**src/rtl/mm_pkg.sv**
```systemverilog
package mm_pkg;

    // Sequencer states: no history held yet, or tracking with history
    typedef enum logic [0:0] {
        ST_EMPTY = 1'b0,
        ST_TRACK = 1'b1
    } mm_state_e;

endpackage

```
**src/rtl/mm_seq.sv**
```systemverilog
module mm_seq
    import mm_pkg::*;
(
    input  logic clk,
    input  logic rst_n,
    input  logic in_valid,
    output logic hist_ld,
    output logic upd_en,
    output logic out_vld
);

    mm_state_e state_q;
    mm_state_e state_d;

    // State register
    always_ff @(posedge clk or negedge rst_n) begin
        if (!rst_n) begin
            state_q <= ST_EMPTY;
        end else begin
            state_q <= state_d;
        end
    end

    // Transitions: prime (EMPTY->TRACK), update (TRACK->TRACK)
    always_comb begin
        state_d = state_q;
        unique case (state_q)
            ST_EMPTY: if (in_valid) state_d = ST_TRACK;
            ST_TRACK: state_d = ST_TRACK;
            default:  state_d = ST_EMPTY;
        endcase
    end

    // Per-state outputs
    always_comb begin
        hist_ld = 1'b0;
        upd_en  = 1'b0;
        unique case (state_q)
            ST_EMPTY: begin
                hist_ld = in_valid;
                upd_en  = 1'b0;
            end
            ST_TRACK: begin
                hist_ld = in_valid;
                upd_en  = in_valid;
            end
            default: begin
                hist_ld = 1'b0;
                upd_en  = 1'b0;
            end
        endcase
    end

    // Output strobe lags the input strobe by one cycle
    always_ff @(posedge clk or negedge rst_n) begin
        if (!rst_n) begin
            out_vld <= 1'b0;
        end else begin
            out_vld <= in_valid;
        end
    end

endmodule

```
**src/rtl/mm_ted.sv**
```systemverilog
module mm_ted #(
    parameter int SW = 12,
    localparam int EW = SW + 2
) (
    input  logic                 clk,
    input  logic                 rst_n,
    input  logic                 hist_ld,
    input  logic signed [SW-1:0] samp_in,
    input  logic                 dec_in,
    output logic signed [EW-1:0] err
);

    logic signed [SW-1:0] prev_s;
    logic                 prev_d;

    // History of the last accepted sample/decision pair
    always_ff @(posedge clk or negedge rst_n) begin
        if (!rst_n) begin
            prev_s <= '0;
            prev_d <= 1'b0;
        end else if (hist_ld) begin
            prev_s <= samp_in;
            prev_d <= dec_in;
        end
    end

    logic signed [SW:0] prev_ext;
    logic signed [SW:0] cur_ext;
    logic signed [SW:0] term_a;
    logic signed [SW:0] term_b;

    // Products with +/-1 decisions done as conditional negation
    always_comb begin
        prev_ext = {prev_s[SW-1], prev_s};
        cur_ext  = {samp_in[SW-1], samp_in};
        term_a   = dec_in ? prev_ext : -prev_ext;
        term_b   = prev_d ? cur_ext  : -cur_ext;
        err      = {term_a[SW], term_a} - {term_b[SW], term_b};
    end

endmodule

```
**src/rtl/mm_loop_acc.sv**
```systemverilog
module mm_loop_acc #(
    parameter int EW  = 14,
    parameter int CW  = 16,
    parameter int SHW = 4,
    localparam int HALF = 1 << (CW - 2)
) (
    input  logic                  clk,
    input  logic                  rst_n,
    input  logic                  upd_en,
    input  logic signed [EW-1:0]  err,
    input  logic [SHW-1:0]        kp_shift,
    output logic signed [CW-1:0]  corr
);

    logic signed [EW-1:0] step;
    logic signed [CW:0]   sum;
    logic signed [CW-1:0] nxt;

    always_comb begin
        step = err >>> kp_shift;
        sum  = {corr[CW-1], corr} + {{(CW + 1 - EW){step[EW-1]}}, step};
        if (sum > HALF) begin
            nxt = CW'(HALF);
        end else if (sum < -HALF) begin
            nxt = CW'(-HALF);
        end else begin
            nxt = sum[CW-1:0];
        end
    end

    always_ff @(posedge clk or negedge rst_n) begin
        if (!rst_n) begin
            corr <= '0;
        end else if (upd_en) begin
            corr <= nxt;
        end
    end

endmodule

```
**src/rtl/mm_timing_loop.sv**
```systemverilog
module mm_timing_loop #(
    parameter int SW  = 12,
    parameter int CW  = 16,
    parameter int SHW = 4
) (
    input  logic                 clk,
    input  logic                 rst_n,
    input  logic                 in_valid,
    input  logic signed [SW-1:0] samp_in,
    input  logic                 dec_in,
    input  logic [SHW-1:0]       kp_shift,
    output logic signed [CW-1:0] corr_out,
    output logic                 corr_valid
);

    localparam int EW = SW + 2;

    logic                 hist_ld;
    logic                 upd_en;
    logic signed [EW-1:0] err;

    mm_seq u_seq (
        .clk      (clk),
        .rst_n    (rst_n),
        .in_valid (in_valid),
        .hist_ld  (hist_ld),
        .upd_en   (upd_en),
        .out_vld  (corr_valid)
    );

    mm_ted #(.SW(SW)) u_ted (
        .clk     (clk),
        .rst_n   (rst_n),
        .hist_ld (hist_ld),
        .samp_in (samp_in),
        .dec_in  (dec_in),
        .err     (err)
    );

    mm_loop_acc #(.EW(EW), .CW(CW), .SHW(SHW)) u_acc (
        .clk      (clk),
        .rst_n    (rst_n),
        .upd_en   (upd_en),
        .err      (err),
        .kp_shift (kp_shift),
        .corr     (corr_out)
    );

endmodule

```
**config.mk**
```make
export PLATFORM = sky130hd
export DESIGN_NAME = mm_timing_loop
export DESIGN_NICKNAME = d
export VERILOG_FILES = /design/src/rtl/mm_pkg.sv /design/src/rtl/mm_seq.sv /design/src/rtl/mm_ted.sv /design/src/rtl/mm_loop_acc.sv /design/src/rtl/mm_timing_loop.sv
export SDC_FILE = /design/constraint.sdc
export NUM_CORES = 1
export LEC_CHECK = 0
export BUFFER_PORTS_ARGS = -buffer_cell sky130_fd_sc_hd__buf_2
export CAP_MARGIN = 20
export CORE_MARGIN = 4
export CORE_UTILIZATION = 34
export DETAILED_ROUTE_END_ITERATION = 10
export PLACE_DENSITY_LB_ADDON = 0.05
export SYNTH_ARGS = -nofsm -noshare
export SYNTH_HDL_FRONTEND = slang
export SYNTH_SLANG_ARGS = --single-unit
```
**constraint.sdc**
```tcl
create_clock -name clk -period 5.3 [get_ports clk]
set_input_delay 0.53 -clock clk [delete_from_list [all_inputs] [get_ports clk]]
set_output_delay 0.53 -clock clk [all_outputs]
set_load 0.03 [all_outputs]
```
==> flow_summary.toml <==
[setup_path]
r2r_cells = 27
r2r_start = "u_ted.prev_s[0]"
cp.arrival_ns = 5.93
crit_type = "flop to flop"
rr_endpoint = "u_acc.corr[9]"
reg2reg_slack_ns = -0.50
critPathMaxFanout = 6
cp_data_required_time_ns = 5.43
cp-start-kind = "flop"
endpoint_kind = "flop"

[timing]
holdWs_ns = 0.337
setup_tns_ns = -7.14
fin_ws_ns = -0.503
min_period_ns = 5.80
rsz0062_at_grt = "true"
drv_slew = 0
worst_slew_pin_slew_ns = 0.947
post-route-period-util_pct = 109
hold_viol_final = 0
fmax_mhz = 172
relSlewSlack_pct = 36.7
fin_skew_ns = 0.00564
setup_viol = 15

[yosys]
synth_seq_area_share_pct = 19.1
synth_cells = 513
synth.distinct_cells = 79
async_flop_share_pct = 100
synth_top_family_by_area = "compound AO/OA/AOI/OAI gates"
ys_seq_elements = 31
yosys.area_share.simple_pct = 23.0
synth_mux_area_share_pct = 7.63
syn_nets = 566
synthesis.area_um2 = 4050
synth-compound-area-share_pct = 27.1
synth_edf_count = 0
synth_xor_area_share_pct = 7.53
yosys_warnings = 0
synth_fa_ha_area_share_pct = 10.6
avgSynthCellArea_um2 = 7.90
synth_top_flop_cell = "dfrtp_1"

[routing]
vias_per_cell = 5.31
drc_errors = 0
drtPass1Iterations = 4
avgRoutedWirePerCell_um = 15.3
drtIter0Drc = 270
wl_um = 12800
routed-via-count = 4429
final_antenna_net_count = 0

[grt]
grt_overflow = 0
antenna_found_initial = 0
grt_pass1_wl_um = 21600
grt_max_degree = 32
track_usage_pct = 19.7
grt_pass1_vias = 4315

[power_and_ir_drop]
p_leak_nw = 2.79
finalPower_mw = 3.02
vdd_drop_max_v = 0.000414
p_per_area_nw_per_um2 = 513

[placed_design]
hpwl_um = 10100
port_buffers = 36
gp_congestion = 0.820

[clock_network]
clock-sinks = 31
htreeDepth = 2
clock_path_buffers = 2
path_clk_slew_ns = 0.06
cts-root-buf = "clkbuf_16"
clkLatencyLatePin_ns = 0.29
cts_tree = "yes"
cts_hold_buffers = 0
cts_buffers = 5

[floorplanning]
start_util_pct = 35.0
fp.dieH_um = 117
chipWidth_um = 117
io-pin-count = 37
core_area_um2 = 11600
fp-row-count = 39
dieArea_um2 = 13700

[final_layout]
num_antenna_cells = 0
area_growth_pct = 45.0
num-fill-cells = 1111
drive_above_1_share_pct = 39.7
layout.nets = 743
fin_util_pct = 50.8

[flow_run]
cap_violations = 0

[worst_hold_path]
hold_path_class = "input pin to asynchronous set/reset pin"

[run_status]
outcome = "complete, but fails checks"
violations = "setup timing"
per-stage QoR:
stage,std cells,cell area [µm²],setup slack [ns]
global placement,807,5340,-0.896
floorplan,513,4090,0.0215
detailed placement,807,5340,-0.965
CTS,830,5800,-0.561
global route,834,5870,-0.829
finish,834,5870,-0.503
worst max-delay path: stages, from the launching register on:
cell and delay (ns):
dfrtp_1 0.39, inv_2 0.11, ha_4 0.16, nand2_4 0.05, nor3_4 0.13, nor3b_4 0.26, nor2_1 0.08, xnor2_1 0.13
ha_1 0.34, a21o_1 0.22, a31o_2 0.27, or2_4 0.22, o211ai_1 0.28, buf_4 0.18, mux2_4 0.15, a31oi_1 0.08
o211ai_1 0.12, ha_2 0.22, inv_2 0.04, fa_2 0.33, and2b_1 0.23, o2111a_1 0.22, o211ai_1 0.16, and2_4 0.19
a311oi_4 0.36, xnor2_4 0.20, mux2i_4 0.38, o41ai_2 0.12
cell usage in the layout, fill, tap and decap left out, types with 17 or more instances in the layout:
master and n:
nor3_1 17, dfrtp_1 31, o21ai_0 24, buf_2 36, xnor2_1 18, nand2_1 42, ha_1 29, buf_4 154
nor2_1 51, a21oi_1 40
cell families after synthesis:
group	after synthesis
AOI/OAI and AO/OA	163
xor gates and xnor gates	34
adders and majority gates	33
buffers and inverters	40
DFF	31
muxes	27
and+or+nand+nor	185
metal layers:
layer,vias up,routed length [µm],GRT usage (%)
li1,2271,-,-
met3,14,536,3.14
met2,76,5590,30.7
met5,-,0,0
met1,2068,6520,28.7
met4,0,147,4.51
flip-flops by register name, indices dropped and copies added (netlist names):
| register | count |
|---|---|
| u_ted.prev_d | 1 |
| u_acc.corr | 16 |
| u_ted.prev_s | 12 |
| u_seq.out_vld | 1 |
| u_seq.state_q | 1 |
how the worst max path moves through the flow:
stage	from	endpoint	slack (ns)	depth (start not counted)
after floorplan	samp_in[0]	u_acc.corr[10]	0.02	23
after global placement	samp_in[0]	u_acc.corr[10]	-0.90	23
after detailed placement	samp_in[0]	u_acc.corr[10]	-0.96	23
after CTS	u_ted.prev_s[0]	u_acc.corr[10]	-0.56	26
after global routing	u_ted.prev_s[0]	u_acc.corr[9]	-0.83	26
final	u_ted.prev_s[0]	u_acc.corr[9]	-0.50	27
Yosys cell counts (3+ instances only):
master / instances / share of area (%)
nor2_1: 53 / 4.9
a21oi_1: 49 / 6.1
nand2_1: 43 / 4.0
dfrtp_1: 31 / 19
ha_1: 31 / 9.6
o21ai_0: 27 / 3.3
nor3_1: 19 / 2.3
inv_1: 18 / 1.7
xnor2_1: 18 / 3.9
mux2_2: 15 / 4.2
xor2_1: 15 / 3.2
a21o_1: 11 / 2.0
clkbuf_1: 10 / 0.93
mux2i_1: 10 / 2.5
a211oi_1: 8 / 1.5
o21a_1: 7 / 1.3
o31ai_1: 7 / 1.3
nand2b_1: 6 / 0.93
nand3_1: 6 / 0.74
nand4_1: 6 / 0.93
nor2b_1: 6 / 0.93
a31oi_1: 5 / 0.77
and2_1: 5 / 0.77
nor3b_1: 5 / 0.93
nor4_1: 5 / 0.77
o211ai_1: 5 / 0.93
or2_2: 5 / 0.77
and3_1: 4 / 0.62
buf_2: 4 / 0.49
o221ai_1: 4 / 0.86
or3_1: 4 / 0.62
a211o_1: 3 / 0.65
a22oi_1: 3 / 0.56
clkbuf_8: 3 / 1.0
nand3b_1: 3 / 0.56
nand4b_1: 3 / 0.65
o2111ai_1: 3 / 0.65
layout make-up:
type | instances | area [µm²] | area share [%]
clock buffers | 7 | 133 | 2.26
inverters | 18 | 67.6 | 1.15
repair buffers | 192 | 1370 | 23.3
clock inverters | 1 | 5.00 | 0.0852
flip-flops and latches | 31 | 776 | 13.2
multi-input cells | 442 | 3350 | 57.0
well taps | 143 | 179 | 3.05
repair_timing:
action                                  in CTS  in global routing
endpoints found under the setup margin      16                 16
pin swaps                                   21                  8
setup buffers                               15                  4
resized for setup                           39                  8
report_power, final:
part	internal, mW	switching (mW)	leakage [nW]
sequential	0.293	0.0554	0.385
clock	0.174	0.113	0.0679
combinational	1.18	1.20	2.34
total	1.64	1.37	2.79
Power figures use the tool's default switching activity.
